`src/rtl/dbc_pkg.sv`:
```
package dbc_pkg;
   localparam int CMD_W  = 4;
   localparam int ADDR_W = 4;

   typedef enum logic [CMD_W-1:0] {
      OP_LOAD        = 4'h0,
      OP_COMMIT      = 4'h1,
      OP_LOAD_ALLCOM = 4'h2,
      OP_LOAD_COMMIT = 4'h3,
      OP_SLEEP_CH    = 4'h4,
      OP_SLEEP_ALL   = 4'h5,
      OP_REF_ONCHIP  = 4'h6,
      OP_REF_OFFCHIP = 4'h7,
      OP_IDLE        = 4'hF
   } op_e;

   localparam logic [ADDR_W-1:0] ADDR_BCAST = 4'hF;
endpackage

```
`src/rtl/dbc_decode.sv`:
```
module dbc_decode
   import dbc_pkg::*;
#(
   parameter int NUM_CH = 8
) (
   input  logic              exec_i,
   input  logic [CMD_W-1:0]  cmd_i,
   input  logic [ADDR_W-1:0] addr_i,
   output logic [NUM_CH-1:0] wr_o,
   output logic [NUM_CH-1:0] upd_o,
   output logic [NUM_CH-1:0] pd_o,
   output logic              ref_int_go_o,
   output logic              ref_ext_go_o,
   output logic              chip_off_o
);
   logic [NUM_CH-1:0] hit;
   logic              addr_ok;

   for (genvar i = 0; i < NUM_CH; i++) begin : g_hit
      assign hit[i] = (addr_i == ADDR_BCAST) || (addr_i == ADDR_W'(i));
   end
   assign addr_ok = |hit;

   always_comb begin
      wr_o         = '0;
      upd_o        = '0;
      pd_o         = '0;
      ref_int_go_o = 1'b0;
      ref_ext_go_o = 1'b0;
      chip_off_o   = 1'b0;
      if (exec_i) begin
         case (cmd_i)
            OP_LOAD:        wr_o = hit;
            OP_COMMIT:      upd_o = hit;
            OP_LOAD_ALLCOM: begin
               wr_o  = hit;
               upd_o = addr_ok ? '1 : '0;
            end
            OP_LOAD_COMMIT: begin
               wr_o  = hit;
               upd_o = hit;
            end
            OP_SLEEP_CH:    pd_o = hit;
            OP_SLEEP_ALL: begin
               pd_o       = '1;
               chip_off_o = 1'b1;
            end
            OP_REF_ONCHIP:  ref_int_go_o = 1'b1;
            OP_REF_OFFCHIP: ref_ext_go_o = 1'b1;
            default: ;
         endcase
      end
   end
endmodule

```
`src/rtl/dbc_channel.sv`:
```
module dbc_channel #(
   parameter int                 CODE_W   = 12,
   parameter logic [CODE_W-1:0]  RST_CODE = '0
) (
   input  logic              clk,
   input  logic              rst_n,
   input  logic              wr_i,
   input  logic              upd_i,
   input  logic              pd_i,
   input  logic [CODE_W-1:0] code_i,
   output logic [CODE_W-1:0] dac_o,
   output logic              en_o
);
   logic [CODE_W-1:0] hold_q;

   always_ff @(posedge clk or negedge rst_n) begin
      if (!rst_n) begin
         hold_q <= RST_CODE;
         dac_o  <= RST_CODE;
         en_o   <= 1'b1;
      end else begin
         if (wr_i) hold_q <= code_i;
         if (upd_i) begin
            dac_o <= wr_i ? code_i : hold_q;
            en_o  <= 1'b1;
         end else if (pd_i) begin
            en_o  <= 1'b0;
         end
      end
   end

   assert_upd_enables_R5: assert property (@(posedge clk) disable iff (!rst_n)
      upd_i |=> en_o);
   assert_pd_disables_R6: assert property (@(posedge clk) disable iff (!rst_n)
      (pd_i && !upd_i) |=> !en_o);
   assert_code_held_R1: assert property (@(posedge clk) disable iff (!rst_n)
      !upd_i |=> $stable(dac_o));
   assert_write_lands_R1: assert property (@(posedge clk) disable iff (!rst_n)
      wr_i |=> (hold_q == $past(code_i)));
   assert_wr_upd_fresh_R4: assert property (@(posedge clk) disable iff (!rst_n)
      (wr_i && upd_i) |=> (dac_o == $past(code_i)));
endmodule

```
`src/rtl/dbc_refctl.sv`:
```
module dbc_refctl #(
   parameter bit INT_REF_RESET = 1'b1
) (
   input  logic clk,
   input  logic rst_n,
   input  logic ref_int_go_i,
   input  logic ref_ext_go_i,
   input  logic chip_off_i,
   output logic sel_int_o,
   output logic ref_on_o
);
   always_ff @(posedge clk or negedge rst_n) begin
      if (!rst_n) begin
         sel_int_o <= INT_REF_RESET;
         ref_on_o  <= INT_REF_RESET;
      end else if (ref_int_go_i) begin
         sel_int_o <= 1'b1;
         ref_on_o  <= 1'b1;
      end else if (ref_ext_go_i) begin
         sel_int_o <= 1'b0;
         ref_on_o  <= 1'b0;
      end else if (chip_off_i) begin
         ref_on_o  <= 1'b0;
      end
   end

   assert_ref_int_R7: assert property (@(posedge clk) disable iff (!rst_n)
      ref_int_go_i |=> (sel_int_o && ref_on_o));
   assert_ref_ext_R7: assert property (@(posedge clk) disable iff (!rst_n)
      ref_ext_go_i |=> (!sel_int_o && !ref_on_o));
   assert_chip_off_R6: assert property (@(posedge clk) disable iff (!rst_n)
      chip_off_i |=> (!ref_on_o && $stable(sel_int_o)));
endmodule

```
`src/rtl/dac_bank_ctrl.sv`:
```
module dac_bank_ctrl
   import dbc_pkg::*;
#(
   parameter int NUM_CH         = 8,
   parameter int CODE_W         = 12,
   parameter bit MIDSCALE_RESET = 1'b0,
   parameter bit INT_REF_RESET  = 1'b1
) (
   input  logic                     clk,
   input  logic                     rst_n,
   input  logic                     exec_i,
   input  logic [3:0]               cmd_i,
   input  logic [3:0]               addr_i,
   input  logic [CODE_W-1:0]        code_i,
   output logic [NUM_CH*CODE_W-1:0] dac_code_o,
   output logic [NUM_CH-1:0]        ch_en_o,
   output logic                     ref_int_sel_o,
   output logic                     ref_on_o
);
   localparam logic [CODE_W-1:0] RST_CODE =
      MIDSCALE_RESET ? {1'b1, {(CODE_W-1){1'b0}}} : '0;

   if (NUM_CH < 1 || NUM_CH > 15) begin : g_bad_nch
      $error("NUM_CH must be 1..15 so that 4'hF stays the broadcast address");
   end
   if (CODE_W < 2 || CODE_W > 16) begin : g_bad_w
      $error("CODE_W must be 2..16");
   end

   logic [NUM_CH-1:0] wr, upd, pd;
   logic              ref_int_go, ref_ext_go, chip_off;

   dbc_decode #(.NUM_CH(NUM_CH)) u_dec (
      .exec_i      (exec_i),
      .cmd_i       (cmd_i),
      .addr_i      (addr_i),
      .wr_o        (wr),
      .upd_o       (upd),
      .pd_o        (pd),
      .ref_int_go_o(ref_int_go),
      .ref_ext_go_o(ref_ext_go),
      .chip_off_o  (chip_off)
   );

   for (genvar i = 0; i < NUM_CH; i++) begin : g_ch
      dbc_channel #(.CODE_W(CODE_W), .RST_CODE(RST_CODE)) u_ch (
         .clk   (clk),
         .rst_n (rst_n),
         .wr_i  (wr[i]),
         .upd_i (upd[i]),
         .pd_i  (pd[i]),
         .code_i(code_i),
         .dac_o (dac_code_o[i*CODE_W +: CODE_W]),
         .en_o  (ch_en_o[i])
      );
   end

   dbc_refctl #(.INT_REF_RESET(INT_REF_RESET)) u_ref (
      .clk         (clk),
      .rst_n       (rst_n),
      .ref_int_go_i(ref_int_go),
      .ref_ext_go_i(ref_ext_go),
      .chip_off_i  (chip_off),
      .sel_int_o   (ref_int_sel_o),
      .ref_on_o    (ref_on_o)
   );

   logic reserved_cmd;
   assign reserved_cmd = (cmd_i > 4'h7);

   assert_reserved_quiet_R9: assert property (@(posedge clk) disable iff (!rst_n)
      (exec_i && reserved_cmd) |=> ($stable(dac_code_o) && $stable(ch_en_o)
                                    && $stable(ref_int_sel_o) && $stable(ref_on_o)));
   assert_no_strobe_quiet_R9: assert property (@(posedge clk) disable iff (!rst_n)
      !exec_i |=> ($stable(dac_code_o) && $stable(ch_en_o) && $stable(ref_on_o)));
endmodule

```
`config.mk`:
```
export PLATFORM = sky130hd
export DESIGN_NAME = dac_bank_ctrl
export DESIGN_NICKNAME = d
export VERILOG_FILES = /design/src/rtl/dbc_pkg.sv /design/src/rtl/dbc_decode.sv /design/src/rtl/dbc_channel.sv /design/src/rtl/dbc_refctl.sv /design/src/rtl/dac_bank_ctrl.sv
export SDC_FILE = /design/constraint.sdc
export NUM_CORES = 1
export LEC_CHECK = 0
export BUFFER_PORTS_ARGS = -buffer_cell sky130_fd_sc_hd__buf_2
export CAP_MARGIN = 20
export CORE_ASPECT_RATIO = 1.2
export CORE_UTILIZATION = 61
export CTS_CLUSTER_DIAMETER = 80
export DETAILED_ROUTE_END_ITERATION = 12
export PLACE_DENSITY = 0.83
export RECOVER_POWER = 100
export SETUP_SLACK_MARGIN = 0.3
export SYNTH_ARGS = -nofsm -noshare
export SYNTH_HDL_FRONTEND = slang
export SYNTH_SLANG_ARGS = --single-unit
```
`constraint.sdc`:
```
create_clock -name clk -period 2.2 [get_ports clk]
set_input_delay 0.22 -clock clk [delete_from_list [all_inputs] [get_ports clk]]
set_output_delay 0.22 -clock clk [all_outputs]
set_load 0.02 [all_outputs]
```
==> impl_metrics.tcl, run 1 <==
set metrics [dict create \
    status "complete, no violations" \
    synth-compound-area-share_pct 2.69 \
    synthMuxAreaShare_pct 29.5 \
    syn-num-nets 527 \
    setup_slack_ns 0.318 \
    nets 670 \
    wire_per_inst_um 20.4 \
    path_clk_slew_ns 0.06 \
    filler_cell_count 982 \
    clkPwrFrac_pct 31.9 \
    grt_max_degree 67 \
    crit_start "addr_i[3]" \
    ys_warn_count 0 \
    ant_nets 0 \
    ir_drop_uv 673 \
    dr_total_vias 4550 \
    start_util_pct 62.6 \
    p_comb_share_pct 18.2 \
    p_int_w 0.00681 \
    start_kind "primary input" \
    die_area_um2 14100 \
    synth_top_family_by_area "multiplexers" \
    drt-pass1-iter-count 4 \
    synth_edf_count 0 \
    final_max_slew_viol_count 0 \
    critPathSlowestCell "or4b_1" \
    synthAdderAreaFrac_pct 0 \
    multi_input_area_um2 2720 \
    max_freq_mhz 531 \
    synth_xor_area_share_pct 0.317 \
    power_density_nw_per_um2 1020 \
    syn_inst 504 \
    drive_above_1_share_pct 24.8 \
    ys_top_cells_by_area "dfrtp_1, mux2_4, mux2_2" \
    synth_most_common_cell "dfrtp_1" \
    antennaDiodeCount 0 \
    ios 129 \
    synthSimpleGateAreaFrac_pct 3.25 \
    p_leak_nw 4.57 \
    cts_post_setup_buffers_inserted 0 \
    grt_pass1_vias 4930 \
    portBuffers 128 \
    final-seq-area_um2 5070 \
    endpoint_kind "register" \
    drcViolationCount 0 \
    stdcell_area_um2 9320 \
    hp-start "cmd_i[1]" \
    critPathMaxStageDelay_ns 0.62 \
    final_cell_count_no_fill 826 \
    ys_types 36 \
    hold_viol_final 0 \
    grt_util_all_layers_pct 25.6 \
    clkSinkCount 202 \
    max_slew_margin_pct 44.2 \
    dr.first_iter.drc_count 125 \
    viasPerCell 5.51 \
    switching_share_pct 28.1 \
    antenna_found_initial 0 \
    seq_area_frac_synth_pct 61.2 \
    worstPathCellList "clkbuf_1 -> or4b_1 -> a21oi_1 -> buf_12 -> mux2_4 -> mux2_1" \
    ctsResizeCount 0 \
    setup_viol 0 \
    netSwitchingPower_w 0.00266 \
    synthTopCellsByCount "dfrtp_1, mux2_4, mux2_2, mux2_1, nand2_1" \
    async_flop_share_pct 100 \
    cts-root-buf "clkbuf_16" \
    dp.cells 792 \
    worstPathRequired_ns 2.55 \
    worstSetupPathType "primary input to register" \
    worstPathMaxFanout 10 \
    synth_ff_type "dfrtp_1" \
    fin_tns_setup_ns 0 \
    die_w_um 108 \
    cts_hold_buf 2 \
    numCtsBuffers 19 \
    reg2reg_from "g_ch[4].u_ch.hold_q[3]" \
    crit_arrival_ns 2.23 \
    grt_first_pass_wirelength_um 27300 \
    syn_area_per_cell_um2 16.4 \
    place_hpwl_um 11300 \
    ys_seq_elements 202 \
    clockBufferDepth 3 \
    fin_worst_skew_ns 0.00767 \
    cap_viol_max_count 0 \
    pwr-share-seq_pct 50.0 \
    place_ws_ns 0.101 \
    gp_congestion 0.778 \
    rsz0062_at_grt "no" \
    synth_area_um2 8280 \
    row_count 46 \
    cts_tree "done" \
    area_growth_pct 12.5 \
    overflow 0 \
    core-area_um2 13200 \
    synth_top_area_share_pct 58.0 \
    htree_num_levels 1 \
    fin_crit_ns 1.88 \
    dpl_cell_area_um2 9140 \
    hp-class "primary input to register" \
    fp.dieH_um 130 \
    finalWirelength_um 16800 \
    worst_pin_slew_ns 0.836 \
    fin_crit_sh_pct 85.6 \
    clk_latency_ns 0.47 \
    synth_top_area_cell "dfrtp_1" \
]
==> through the flow <==
| step | utilization (%) | total power, W | hold WS, ns |
|---|---|---|---|
| CTS | 73.5 | 0.00985 | 0.0290 |
| floorplan | - | 0.00609 | -0.0756 |
| detailed placement | 69.0 | 0.00680 | 0.248 |
| global placement | 69.0 | 0.00669 | 0.242 |
| global route | 70.4 | 0.00989 | 0.0861 |
| finish | 70.4 | 0.00947 | 0.0459 |
==> power groups by stage <==
stage / sequential (W) / clock (W) / combinational, W
after floorplan: 0.00512 / 0 / 0.000969
after global placement: 0.00476 / 0 / 0.00193
after detailed placement: 0.00479 / 0 / 0.00201
after CTS: 0.00474 / 0.00308 / 0.00202
after global routing: 0.00480 / 0.00323 / 0.00186
final: 0.00473 / 0.00302 / 0.00172
==> per-layer routing <==
metal  up-vias  GRT usage [%]  wire length [um]  part of all wire, %
met5         -              0                 0                    0
met1      2336           34.7              7140                   42
met4         0           8.59               431                  2.6
met3        35           3.82               763                  4.5
met2       120           42.8              8490                   50
li1       2059              -                 -                    -
==> path summary, 6_finish.rpt <==
kind / endpoint / slack, ns / depth (start not counted)
worst max-delay path: g_ch[1].u_ch.dac_o[4] / 0.32 / 6
worst min-delay path: u_ref.ref_on_o / 0.05 / 3
worst max register to register: g_ch[4].u_ch.dac_o[3] / 1.07 / 2
worst min register to register: g_ch[6].u_ch.en_o / 0.48 / 2
max in group asynchronous: g_ch[4].u_ch.dac_o[10] / 0.63 / 3
min in group asynchronous: g_ch[3].u_ch.hold_q[8] / 0.30 / 2
==> cells by family after synthesis <==
family,after synthesis
buffers and inverters,31
and+or+nand+nor,47
muxes,192
AOI/OAI and AO/OA,29
DFF,202
xor gates and xnor gates,3
==> state kept, by name, indices dropped and copies added (netlist names) <==
signal	count
u_ref.sel_int_o	1
g_ch.u_ch.dac_o	96
u_ref.ref_on_o	1
g_ch.u_ch.hold_q	96
g_ch.u_ch.en_o	8
==> placed cells by master, fill, tap and decap left out, drive strengths merged, types with 3 or more instances in the layout <==
cell type and instances:
buf 39, or4b 3, o21ai 17, clkbuf 141, nor2 12, dfstp 10, dfrtp 192, mux2 192
a21oi 8, nand3 4, nand2 18
==> worst max-delay path, delay by kind of cell <==
kind / cells / cell delay (ns)
AO/OA/AOI/OAI: 1 / 0.39
buffers and inverters: 2 / 0.40
multiplexers: 2 / 0.60
AND/OR/NAND/NOR: 1 / 0.62
==> final cells by class <==
cell class	count	area share [%]
Clock inverter	2	0.134
Sequential cell	202	54.4
Inverter	1	0.0403
Tap cell	168	2.26
Timing Repair Buffer	152	7.99
Clock buffer	30	5.98
Multi-Input combinational cell	271	29.2
Note: power is estimated with default switching activity, not from simulation.
==> run 2, diff against run 1 <==
- CORE_UTILIZATION: 61 -> 63
- CTS_BUF_LIST: unset -> sky130_fd_sc_hd__clkbuf_2
- PLACE_DENSITY: 0.83 -> 0.85
- REMOVE_ABC_BUFFERS: unset -> 1
==> impl_metrics.tcl, run 2 (synthesized netlist as in run 1, its figures left out) <==
set metrics [dict create \
    status "finished, violations left" \
    violations "max-capacitance violations, max-slew violations" \
    ant_nets 0 \
    rsz0062_at_grt "no" \
    fin_tns_setup_ns 0 \
    crit_arrival_ns 2.61 \
    start_kind "primary input" \
    clk_latency_ns 0.68 \
    r2r_end "u_ref.ref_on_o" \
    p_leak_nw 4.79 \
    die_w_um 107 \
    fin_worst_skew_ns 0.0358 \
    fin_hold_ws_ns 0.0700 \
    portBuffers 128 \
    max_slew_margin_pct -12.7 \
    fin_util_pct 74.2 \
    clkSinkCount 202 \
    power_density_nw_per_um2 957 \
    viasPerCell 5.39 \
    cap_viol_max_count 1 \
    die_area_um2 13600 \
    hold_viol_final 0 \
    area_growth_pct 14.0 \
    cts-root-buf "clkbuf_2" \
    ff2ff_setup_slack_ns 0.82 \
    dp.cells 788 \
    layout_common_cells "dfrtp_1, mux2_1, clkbuf_1" \
    endpoint_kind "register" \
    final_cell_count_no_fill 896 \
    wire_per_inst_um 19.4 \
    hp-class "primary input to register" \
    hp-start "addr_i[2]" \
    worstPathCellList "dlygate4sd3_1 -> buf_2 -> nor2_1 -> and3_1 -> nand2_2 -> clkbuf_2 -> mux2_4 -> mux2_2" \
    fin_crit_sh_pct 92.9 \
    worst_pin_slew_ns 1.69 \
    dr_total_vias 4830 \
    final_common_cell "dfrtp_1" \
    cts_post_setup_buffers_inserted 0 \
    drt-pass1-iter-count 8 \
    row_count 45 \
    gp_congestion 0.783 \
    final-seq-area_um2 5070 \
    reg2reg_from "u_ref.ref_on_o" \
    p_comb_share_pct 19.5 \
    dr.first_iter.drc_count 171 \
    ir_drop_uv 559 \
    final_max_slew_viol_count 66 \
    clockBufferDepth 3 \
    htree_num_levels 2 \
    clkPwrFrac_pct 28.1 \
    grt_max_degree 69 \
    pwr-share-seq_pct 52.4 \
    finalWirelength_um 17400 \
    setup_viol 0 \
    start_util_pct 65.1 \
    cts_tree "done" \
    hold_depth 4 \
    grt_first_pass_wirelength_um 27900 \
    drcViolationCount 0 \
    overflow 0 \
    ios 129 \
    top_regs "g_ch.u_ch.dac_o (96), g_ch.u_ch.hold_q (96), g_ch.u_ch.en_o (8)" \
    grt_pass1_vias 5367 \
    worstSetupPathType "primary input to register" \
    switching_share_pct 30.9 \
    multi_input_area_um2 2750 \
    grt_util_all_layers_pct 27.1 \
    place_hpwl_um 11400 \
    worstPathRequired_ns 2.77 \
    fin_crit_ns 2.04 \
    drive_above_1_share_pct 30.1 \
    worstPathMaxFanout 12 \
    path_clk_slew_ns 0.11 \
    netSwitchingPower_w 0.00279 \
    antenna_found_initial 1 \
    fp.dieH_um 128 \
    p_int_w 0.00625 \
    max_freq_mhz 489 \
    core-area_um2 12700 \
    reg2regPathDepth 3 \
    nets 716 \
    critPathMaxStageDelay_ns 0.54 \
    critPathSlowestCell "dlygate4sd3_1" \
    filler_cell_count 896 \
    hold_end "g_ch[7].u_ch.en_o" \
    numCtsBuffers 47 \
]
-- run 2: cell count changes in the layout (fill, tap and decap cells not counted), moves of 7 or more --
cell	before	now
clkinv_1	0	8
clkbuf_2	1	78
mux2_2	57	50
clkbuf_16	19	0
dlygate4sd3_1	2	20
clkbuf_1	115	106
-- run 2: metal layers --
| layer | wire (um) | track usage [%] |
|---|---|---|
| met3 | 581 | 4.23 |
| met5 | 0 | 0 |
| met1 | 7180 | 34.3 |
| met4 | 497 | 12.7 |
| met2 | 9140 | 46.0 |
-- run 2: cell type report --
| class | count | share of cell area (%) |
|---|---|---|
| diodes | 1 | 0.0265 |
| clock buffers | 76 | 4.03 |
| clock inverters | 11 | 0.994 |
| inverters | 1 | 0.0398 |
| multi-input cells | 271 | 29.2 |
| flip-flops and latches | 202 | 53.7 |
| well taps | 164 | 2.17 |
| repair buffers | 170 | 9.89 |
-- run 2: what timing repair did --
action                                  CTS  global route
gates resized for setup                   0             1
hold buffers                             19             1
endpoints found under the setup margin    0             3
hold endpoints to repair                277             5
-- run 2: stage by stage --
stage / power, W / area [um2] / setup WS (ns)
6_report: 0.00904 / 9440 / 0.157
3_5_place_dp: 0.00679 / 9120 / 0.0256
3_3_place_gp: 0.00667 / 9120 / 0.130
5_1_grt: 0.00952 / 9440 / 0.152
2_1_floorplan: 0.00600 / 8040 / 0.222
4_1_cts: 0.00937 / 9780 / 0.366
-- run 2: critical path: cells and delay by family --
kind | cells | cell delay, ns
buf+inv | 3 | 1.00
mux | 2 | 0.66
simple gates | 3 | 0.71
-- run 2: power groups by stage --
stage / Combinational, W / Clock [W] / Sequential (W)
final: 0.00176 / 0.00254 / 0.00473
after global routing: 0.00191 / 0.00280 / 0.00480
after CTS: 0.00204 / 0.00260 / 0.00473
after detailed placement: 0.00200 / 0 / 0.00480
after global placement: 0.00192 / 0 / 0.00475
after floorplan: 0.000826 / 0 / 0.00518
-- run 2: how the worst max path moves through the flow --
stage                     slack [ns]                      to  startpoint
after global routing            0.15   g_ch[0].u_ch.dac_o[0]    cmd_i[2]
after floorplan                 0.22   g_ch[2].u_ch.dac_o[0]   addr_i[0]
final                           0.16   g_ch[0].u_ch.dac_o[8]    cmd_i[2]
after global placement          0.13   g_ch[1].u_ch.dac_o[0]   addr_i[1]
after detailed placement        0.03   g_ch[2].u_ch.dac_o[0]   addr_i[0]
after CTS                       0.37  g_ch[7].u_ch.dac_o[10]    cmd_i[1]
==> run 3, diff against run 2 <==
- CORE_UTILIZATION: 63 -> 40
- PLACE_DENSITY: 0.85 -> 0.6
- clock period: 2.2 -> 1.8 ns (I/O delays scaled with it)
==> impl_metrics.tcl, run 3 (synthesized netlist as in run 1, its figures left out) <==
set metrics [dict create \
    dpl_cell_area_um2 9510 \
    gp_congestion 0.759 \
    grt_use_met1_pct 24.0 \
    drt-pass1-iter-count 4 \
    hold_depth 4 \
    max_freq_mhz 561 \
    filler_cell_count 1892 \
    grt_util_all_layers_pct 19.3 \
    row_count 57 \
    final_cell_count_no_fill 1071 \
    worstPathCellList "clkbuf_1 -> clkdlybuf4s25_1 -> clkbuf_1 -> o41ai_1 -> nand2_2 -> buf_12 -> mux2_1 -> mux2_2" \
    ios 129 \
    grt_first_pass_wirelength_um 31600 \
    worstSetupPathType "primary input to register" \
    die_w_um 133 \
    reg2reg_from "g_ch[3].u_ch.hold_q[2]" \
    endpoint_kind "register" \
    wire_per_inst_um 18.2 \
    ant_nets 0 \
    final_max_slew_viol_count 0 \
    area_growth_pct 23.0 \
    numCtsBuffers 49 \
    max_slew_margin_pct 44.5 \
    viasPerCell 4.77 \
    antenna_found_initial 2 \
    met2_usage_pct 31.5 \
    finalWirelength_um 19500 \
    fin_crit_sh_pct 99.0 \
    power_density_nw_per_um2 1090 \
    grt_max_degree 58 \
    dr_total_vias 5105 \
    clockBufferDepth 3 \
    portBuffers 128 \
    fin_crit_ns 1.78 \
    htree_num_levels 2 \
    setup_viol 0 \
    cts_tree "done" \
    ff2ff_setup_slack_ns 0.70 \
    start_kind "primary input" \
    hp-class "primary input to register" \
    crit_arrival_ns 2.41 \
    place_hpwl_um 12400 \
    status "complete, no violations" \
    dr.first_iter.drc_count 207 \
    start_util_pct 40.9 \
    worstPathRequired_ns 2.43 \
    path_clk_slew_ns 0.09 \
    dp.cells 906 \
    fp.dieH_um 160 \
    hold_viol_final 0 \
    nets 792 \
    hp-start "cmd_i[1]" \
    fin_worst_skew_ns 0.0283 \
    worstPathMaxFanout 12 \
    clk_latency_ns 0.73 \
    worst_pin_slew_ns 0.832 \
    critPathMaxStageDelay_ns 0.72 \
    busiest_layer "met2" \
    layout_common_cells "dfrtp_1, mux2_1, clkbuf_1" \
    critPathSlowestCell "o41ai_1" \
    cp_common_cell "clkbuf_1" \
    die_area_um2 21300 \
    hold_end "g_ch[1].u_ch.en_o" \
    drive_above_1_share_pct 34.0 \
    crit_start "addr_i[2]" \
    drcViolationCount 0 \
    r2r_end "g_ch[3].u_ch.dac_o[2]" \
    clkSinkCount 202 \
    cap_viol_max_count 0 \
    p_leak_nw 5.19 \
    met3_usage_pct 4.73 \
    reg2regPathDepth 2 \
    cts-root-buf "clkbuf_2" \
    top_regs "g_ch.u_ch.dac_o (96), g_ch.u_ch.hold_q (96), g_ch.u_ch.en_o (8)" \
    rsz0062_at_grt "yes" \
    final_common_cell "dfrtp_1" \
    stdcell_area_um2 10200 \
    overflow 0 \
    grt_pass1_vias 5695 \
    core-area_um2 20300 \
    ir_drop_uv 507 \
]
## run 3: cell count changes in the layout (fill, tap and decap cells not counted), moves of 8 or more
cell     previous run  this run
mux2_1            118       133
dfstp_2            10         1
buf_12              5        13
buf_6               0        12
buf_4              16        67
dfstp_1             0         9
mux2_4             24         7
## run 3: routing by layer
layer / up-vias / part of all wire (%)
li1: 2343 / -
met1: 2591 / 42
met2: 132 / 50
met3: 39 / 4.3
met4: 0 / 3.2
met5: - / 0
## run 3: critical path, delay by kind of cell
kind / cells / cell delay [ns]
buf+inv: 4 / 0.77
mux: 2 / 0.59
compound gates: 1 / 0.72
simple gates: 1 / 0.14
## run 3: how the worst max path moves through the flow
stage                        endpoint  slack (ns)
6_report        g_ch[0].u_ch.dac_o[8]        0.02
5_1_grt                    ch_en_o[2]        0.04
4_1_cts                    ch_en_o[0]        0.11
3_5_place_dp    g_ch[2].u_ch.dac_o[0]       -0.23
3_3_place_gp   g_ch[2].u_ch.dac_o[11]       -0.19
2_1_floorplan   g_ch[2].u_ch.dac_o[0]       -0.14
## run 3: power by group
part | total [W] | internal, W | switching [W] | leakage, nW
registers | 0.00575 | 0.00540 | 0.000359 | 2.65
clock network | 0.00289 | 0.00116 | 0.00174 | 0.349
logic | 0.00250 | 0.00110 | 0.00140 | 2.19
## run 3: cell type report
cell class | count | area (um2) | share of cell area, %
flip-flops and latches | 202 | 5070 | 49.7
multi-input cells | 271 | 2680 | 26.3
repair buffers | 244 | 1680 | 16.5
clock buffers | 81 | 405 | 3.98
well taps | 265 | 332 | 3.25
clock inverters | 6 | 22.5 | 0.221
inverters | 1 | 3.75 | 0.0368
diodes | 1 | 2.50 | 0.0246
## run 3: metrics by stage
step                      utilization (%)  TNS (ns)  setup WS [ns]  power, W  hold WS, ns
after floorplan                         -     -3.67         -0.138   0.00734       -0.116
after global placement               47.0     -7.39         -0.187   0.00826        0.184
after detailed placement             47.0    -10.42         -0.231   0.00835        0.198
after CTS                            55.0         0          0.105    0.0121       0.0117
after global routing                 50.3         0         0.0369    0.0119       0.0519
final                                50.3         0         0.0187    0.0112       0.0813
## run 3: repair_timing
action,CTS,global route
pin swaps,0,4
gates resized for setup,210,15
setup endpoints to repair,105,203
hold buffers,28,0
endpoints found under the hold margin,329,0
buffers inserted,34,15
